File: src/rtl/clkarb_pkg.sv
package clkarb_pkg;

    typedef enum logic [1:0] {
        REG_PLL  = 2'd0,
        REG_DIV  = 2'd1,
        REG_GATE = 2'd2,
        REG_SEM  = 2'd3
    } reg_sel_e;

    localparam int NUM_PORTS = 2;
    localparam int PORT_MAIN = 0;
    localparam int PORT_SEC  = 1;

endpackage

File: src/rtl/clkarb_core.sv
module clkarb_core
    import clkarb_pkg::*;
#(
    parameter int DW      = 16,
    parameter int PLL_W   = 7,
    parameter int DIV_W   = 3,
    parameter int KEY_W   = 8,
    parameter int KEY_LSB = 8,
    parameter logic [KEY_W-1:0] KEY     = 8'hA5,
    parameter logic [PLL_W-1:0] PLL_RST = 7'd1
) (
    input  logic             clk,
    input  logic             rst_n,
    input  logic             m_we,
    input  logic [1:0]       m_addr,
    input  logic [DW-1:0]    m_wdata,
    input  logic             s_we,
    input  logic [1:0]       s_addr,
    input  logic [DW-1:0]    s_wdata,
    output logic [PLL_W-1:0] pll_q,
    output logic [DIV_W-1:0] div_q,
    output logic             off_q,
    output logic             owner_q
);

    typedef struct packed {
        logic [PLL_W-1:0] pll;
        logic [DIV_W-1:0] div;
        logic             off;
        logic             owner;
    } cfg_t;

    localparam cfg_t CFG_RST = '{pll: PLL_RST, div: '0, off: 1'b0, owner: 1'b0};

    cfg_t st_d, st_q;

    logic m_pll, m_div, m_gate;
    logic s_pll, s_div, s_sem;
    logic key_ok;
    logic unused_wdata;

    assign unused_wdata = ^{m_wdata, s_wdata};

    always_comb begin
        m_pll  = m_we && (m_addr == REG_PLL);
        m_div  = m_we && (m_addr == REG_DIV);
        m_gate = m_we && (m_addr == REG_GATE);
        s_pll  = s_we && (s_addr == REG_PLL);
        s_div  = s_we && (s_addr == REG_DIV);
        s_sem  = s_we && (s_addr == REG_SEM);
        key_ok = (s_wdata[KEY_LSB +: KEY_W] == KEY);

        st_d = st_q;

        // Write rights depend on the owner before this cycle's update.
        if (st_q.owner) begin
            if (s_pll) st_d.pll = s_wdata[PLL_W-1:0];
            if (s_div) st_d.div = s_wdata[DIV_W-1:0];
        end else begin
            if (m_pll) st_d.pll = m_wdata[PLL_W-1:0];
            if (m_div) st_d.div = m_wdata[DIV_W-1:0];
        end

        if (m_gate) st_d.off = m_wdata[0];

        if (s_sem && key_ok) st_d.owner = s_wdata[0];
    end

    always_ff @(posedge clk or negedge rst_n) begin
        if (!rst_n) st_q <= CFG_RST;
        else        st_q <= st_d;
    end

    assign pll_q   = st_q.pll;
    assign div_q   = st_q.div;
    assign off_q   = st_q.off;
    assign owner_q = st_q.owner;

endmodule

File: src/rtl/clkarb_rdmux.sv
module clkarb_rdmux
    import clkarb_pkg::*;
#(
    parameter int DW    = 16,
    parameter int PLL_W = 7,
    parameter int DIV_W = 3
) (
    input  logic [1:0]       addr,
    input  logic [PLL_W-1:0] pll,
    input  logic [DIV_W-1:0] div,
    input  logic             off,
    input  logic             owner,
    output logic [DW-1:0]    rdata
);

    always_comb begin
        rdata = '0;
        case (addr)
            REG_PLL:  rdata[PLL_W-1:0] = pll;
            REG_DIV:  rdata[DIV_W-1:0] = div;
            REG_GATE: rdata[0]         = off;
            default:  rdata[0]         = owner;
        endcase
    end

endmodule

File: src/rtl/clkarb_gate.sv
module clkarb_gate (
    input  logic clk,
    input  logic rst_n,
    input  logic off,
    output logic en,
    output logic gclk
);

    logic en_d, en_q;

    always_comb en_d = ~off;

    // Retimed on the falling edge so the enable moves only in the low phase.
    always_ff @(negedge clk or negedge rst_n) begin
        if (!rst_n) en_q <= 1'b1;
        else        en_q <= en_d;
    end

    assign en   = en_q;
    assign gclk = clk & en_q;

endmodule

File: src/rtl/clkarb_top.sv
module clkarb_top
    import clkarb_pkg::*;
#(
    parameter int DW      = 16,
    parameter int PLL_W   = 7,
    parameter int DIV_W   = 3,
    parameter int KEY_W   = 8,
    parameter int KEY_LSB = 8,
    parameter logic [KEY_W-1:0] KEY     = 8'hA5,
    parameter logic [PLL_W-1:0] PLL_RST = 7'd1
) (
    input  logic          clk,
    input  logic          rst_n,
    input  logic          m_we,
    input  logic [1:0]    m_addr,
    input  logic [DW-1:0] m_wdata,
    output logic [DW-1:0] m_rdata,
    input  logic          s_we,
    input  logic [1:0]    s_addr,
    input  logic [DW-1:0] s_wdata,
    output logic [DW-1:0] s_rdata,
    output logic          sec_clk_en,
    output logic          sec_clk
);

    logic [PLL_W-1:0] pll_q;
    logic [DIV_W-1:0] div_q;
    logic             off_q;
    logic             owner_q;

    logic [1:0]    addr_a [NUM_PORTS];
    logic [DW-1:0] rd_a   [NUM_PORTS];

    assign addr_a[PORT_MAIN] = m_addr;
    assign addr_a[PORT_SEC]  = s_addr;
    assign m_rdata = rd_a[PORT_MAIN];
    assign s_rdata = rd_a[PORT_SEC];

    clkarb_core #(
        .DW(DW), .PLL_W(PLL_W), .DIV_W(DIV_W), .KEY_W(KEY_W),
        .KEY_LSB(KEY_LSB), .KEY(KEY), .PLL_RST(PLL_RST)
    ) u_core (
        .clk     (clk),
        .rst_n   (rst_n),
        .m_we    (m_we),
        .m_addr  (m_addr),
        .m_wdata (m_wdata),
        .s_we    (s_we),
        .s_addr  (s_addr),
        .s_wdata (s_wdata),
        .pll_q   (pll_q),
        .div_q   (div_q),
        .off_q   (off_q),
        .owner_q (owner_q)
    );

    for (genvar p = 0; p < NUM_PORTS; p++) begin : g_rd
        clkarb_rdmux #(.DW(DW), .PLL_W(PLL_W), .DIV_W(DIV_W)) u_rd (
            .addr  (addr_a[p]),
            .pll   (pll_q),
            .div   (div_q),
            .off   (off_q),
            .owner (owner_q),
            .rdata (rd_a[p])
        );
    end

    clkarb_gate u_gate (
        .clk   (clk),
        .rst_n (rst_n),
        .off   (off_q),
        .en    (sec_clk_en),
        .gclk  (sec_clk)
    );

endmodule

File: config.mk
export PLATFORM = sky130hd
export DESIGN_NAME = clkarb_top
export DESIGN_NICKNAME = d
export VERILOG_FILES = /design/src/rtl/clkarb_pkg.sv /design/src/rtl/clkarb_core.sv /design/src/rtl/clkarb_rdmux.sv /design/src/rtl/clkarb_gate.sv /design/src/rtl/clkarb_top.sv
export SDC_FILE = /design/constraint.sdc
export NUM_CORES = 1
export LEC_CHECK = 0
export BUFFER_PORTS_ARGS = -buffer_cell sky130_fd_sc_hd__buf_2
export CAP_MARGIN = 15
export CORE_UTILIZATION = 40
export CTS_CLUSTER_SIZE = 24
export DETAILED_ROUTE_END_ITERATION = 8
export GPL_TIMING_DRIVEN = 1
export PLACE_DENSITY = 0.88
export SLEW_MARGIN = 20
export SYNTH_ARGS = -nofsm -noshare
export SYNTH_HDL_FRONTEND = slang
export SYNTH_SLANG_ARGS = --single-unit
File: constraint.sdc
create_clock -name clk -period 2.1 [get_ports clk]
set_clock_uncertainty 0.2 [all_clocks]
set_input_delay 0 -clock clk [delete_from_list [all_inputs] [get_ports clk]]
set_output_delay 0 -clock clk [all_outputs]
set_load 0.01 [all_outputs]
-- Word level (Yosys, flattened, before mapping)
Index checks and enable logic that the tools add are counted.
- register bits after elaboration: 13
- input port bits: 40
- output and inout port bits: 34
- logic and storage cells: 39
- equal/unequal tests: 8
- mux-type cells: 11
- bitwise gates (word level): 2
- reduce and logical (&&, ||, !) cells: 13
- operators with widths (operator ; count):
    $mux W7 ; 2
    $mux W10 ; 1
    $eq A8 B8 Y1 const B ; 1
    $mux W4 ; 2
    $pmux W2 S2 ; 2
    $logic_and A1 B1 Y1 ; 7
    $eq A2 B2 Y1 const B ; 3
    $mux W3 ; 2
    $pmux W1 S3 ; 2
    $eq A2 B1 Y1 const B ; 2
    $logic_not A2 Y1 ; 2
    $ne A2 B2 Y1 const B ; 2
    $reduce_and A2 Y1 ; 2
    $reduce_bool A2 Y1 ; 2
    $and A1 B1 Y1 ; 1
    $not A1 Y1 ; 1

-- Longest topological paths before layout
- depth in word-level cells: 4
- mapped depth: 4
- depth with buffers taken out: 3

-- Hierarchy
From an unflattened synthesis, not the netlist that was laid out.
- cells, all modules: 87
- area total of the unflattened synthesis: 1011.0 µm²
- modules (own cells, without submodules) (module ; instances ; cells each ; area each (µm²) ; seq. area each (µm²)):
    clkarb_core ; 1 ; 43 ; 670.6 ; 301.5
    clkarb_rdmux ; 2 ; 20 ; 150.1 ; 0.0
    clkarb_gate ; 1 ; 4 ; 40.0 ; 26.3

==> results.toml <==
[layout]
final_util_pct = 63.18
final_layout_size_suffix_gt1_share_pct = 47.13
area_delta_synth_final_pct = 44.10
final_cells = 185
num-nets-final = 198
finalInstanceArea_mm2 = 0.001451
n_antenna_cell = 0

[global_route]
grt_use_total_pct = 21.34
antenna_found_initial = 0
grt_pass1_wl_um = 3843
globalRouteOverflowTotal = 0
grt_pass1_vias = 874
grt_max_degree = 12

[logic_synthesis]
post_synth_xor_area_fraction_pct = 0
synth_compound_area_share_pct = 2.112
synth.area.top_cells = "dfrtp_1 (27%), buf_4 (15%), mux2_4 (10%), mux2_2 (7.8%), and2_1 (5.6%)"
synth_mux_area_share_pct = 32.30
synth.cell_area_mm2 = 0.001007
yosys.area_share.adder_pct = 0
yosysTopAreaCell = "dfrtp_1"
ys_seq_area_share_pct = 32.55
synth_cell_types = 23
syn_inst = 87
yosysWarnings = 0
synth-simple-area-share_pct = 16.52
synth_top_family_by_area = "multiplexers"
yosys_register_bits = 13
syn_area_per_cell_um2 = 11.58
synth.top_cell.area_share_pct = 27.33

[critical_path]
cp_data_arrival_time_ns = 2.23
regToRegSetupSlack_ns = 0.35
path_cells = "and2_4, buf_6"
path_class = "reg -> out"
start_kind = "flop"
reg2regPathDepth = 3
slowest_stage = "dfstp_2"
cp-end-kind = "output pin"
timing.rr.start = "u_core.owner_q$_DFFE_PN0P_"
crit_required_ns = 1.90
r2r-end = "u_core.pll_q[6]$_DFFE_PN0P_"
crit_path_max_fanout = 2
cp_slowest_stage_delay_ns = 0.51

[placement]
dp_hpwl_um = 1599
pre_cts_ws_ns = 0.1388
io_buffer_count = 45
dp.cells = 157
place_congestion = 0.7565
placed_cell_area_mm2 = 0.001184

[detailed_routing]
wl_um = 2527
vias = 889
avgRoutedWirePerCell_um = 13.66
drtIter0Drc = 8
drt_pass1_iterations = 4
postRouteAntennaNets = 0
drc = 0
via_per_inst = 4.805

[floorplan]
rows = 17
dieArea_mm2 = 0.002723
start_util_pct = 43.85
die_x_um = 52.18
num_io_pins = 74
die_y_um = 52.18
coreArea_mm2 = 0.002297

[hold_path]
hp-start = "s_addr[0]"
min_path_cells = 4
hold_end = "u_core.div_q[2]$_DFFE_PN0P_"
holdCritPathClass = "in -> reg"

[sta]
hold_violations = 0
rsz0062_at_grt = "yes"
worst_slew_pin_slew_ns = 0.5306
max_slew_margin_pct = 64.51
fin_ws_ns = -0.3290
final_max_slew_viol_count = 0
setup_viol = 3

[run_status]
violations = "negative setup slack"
status = "finished with violations"

[flow_run]
max_cap_viol_count = 0

[cts]
cts_tree = "done"
post_cts_buffers = 0
path_clk_slew_ns = 0.09
worst_skew_pair.late_latency_ns = 0.40

[power]
vdd.ir_drop.worst_v = 0.0005086
swShare_pct = 29.82
clkPwrFrac_pct = 33.6
pwr-share-comb_pct = 29.2
total_power_uw = 896.3
power_density_mw_per_mm2 = 617.5
seqPwrFrac_pct = 37.2
p_leak_nw = 0.7549
p_switching_uw = 267.3
intPower_uw = 629.0
stage by stage:
step | hold slack, ns | TNS [ns]
2_1_floorplan | -0.4956 | 0
3_3_place_gp | -0.3065 | 0
3_5_place_dp | -0.3005 | 0
4_1_cts | 0.04657 | -0.5813
5_1_grt | 0.05154 | -0.6313
6_report | 0.05355 | -0.5610
timing repair:
action / CTS / global route
cloned: 0 / 0
pin swaps: 0 / 0
hold endpoints to repair: 24 / 0
gates resized for setup: 0 / 2
setup endpoints to repair: 3 / 3
hold buffers: 21 / 0
placed cells by master (no fill, tap or decap), types with 4 or more instances in the layout:
master and instances:
buf_2 44, dfrtp_1 11, mux2i_1 4, mux2_1 5, dlygate4sd3_1 21, and2_1 8
mux2_4 7, clkbuf_4 6, conb_1 18, nor2_1 5, mux2_2 7
cell type report:
type / instances / area (um^2)
clock inverters: 1 / 3.754
flip-flops and latches: 13 / 327.8
inverters: 1 / 3.754
well taps: 28 / 35.03
multi-input cells: 68 / 583.1
repair buffers: 66 / 437.9
fillers: 190 / 845.8
clock buffers: 8 / 60.06
power by group through the flow:
stage                     Combinational [mW]  Clock (mW)  Sequential (mW)
after floorplan                        0.171      0.0221            0.329
after global placement                 0.218      0.0320            0.332
after detailed placement               0.224      0.0320            0.337
after CTS                              0.259       0.277            0.332
after global routing                   0.284       0.327            0.340
final                                  0.262       0.301            0.333
routing by layer:
metal  routed length (um)  GRT usage (%)  vias up
met3                  195          7.246        7
met2                 1299          35.26       55
met5                    0              0        -
li1                     -              -      405
met1                  967          22.63      422
met4                   64          14.91        0
critical path: cells and delay by family (launching register included):
kind / cells / cell delay, ns
flops: 1 / 0.51
simple gates: 1 / 0.13
buf+inv: 1 / 0.09
synthesized netlist by cell type, drive strengths merged:
cell type and count:
nor2 6, conb 1, mux2i 4, nand3b 1, inv 2, nand4 1
nand4bb 2, nand4b 1, and2 9, nor4 1, nor4b 1, nand2 1
buf 21, dfrtp 11, a31oi 1, dfstp 2, mux2 19, nand2b 1
mux4 2
worst max-delay path by stage:
stage	startpoint	to	slack, ns	depth (start not counted)
6_report	u_gate.en$_DFF_NN1_	sec_clk	-0.33	2
5_1_grt	u_gate.en$_DFF_NN1_	sec_clk	-0.36	2
4_1_cts	u_gate.en$_DFF_NN1_	sec_clk	-0.34	2
3_5_place_dp	u_gate.en$_DFF_NN1_	sec_clk	0.14	2
3_3_place_gp	u_gate.en$_DFF_NN1_	sec_clk	0.14	2
2_1_floorplan	u_gate.en$_DFF_NN1_	sec_clk	0.16	1
sequential cells by signal, indices dropped and copies added (netlist names):
| register | count |
|---|---|
| u_core.off_q | 1 |
| u_core.owner_q | 1 |
| u_gate.en | 1 |
| u_core.pll_q | 7 |
| u_core.div_q | 3 |
cells by family after synthesis:
group / after synthesis
other: 1
AND/OR/NAND/NOR: 24
buffers and inverters: 23
AO/OA/AOI/OAI: 1
flip-flops: 13
multiplexers: 25
Power figures use the tool's default switching activity.
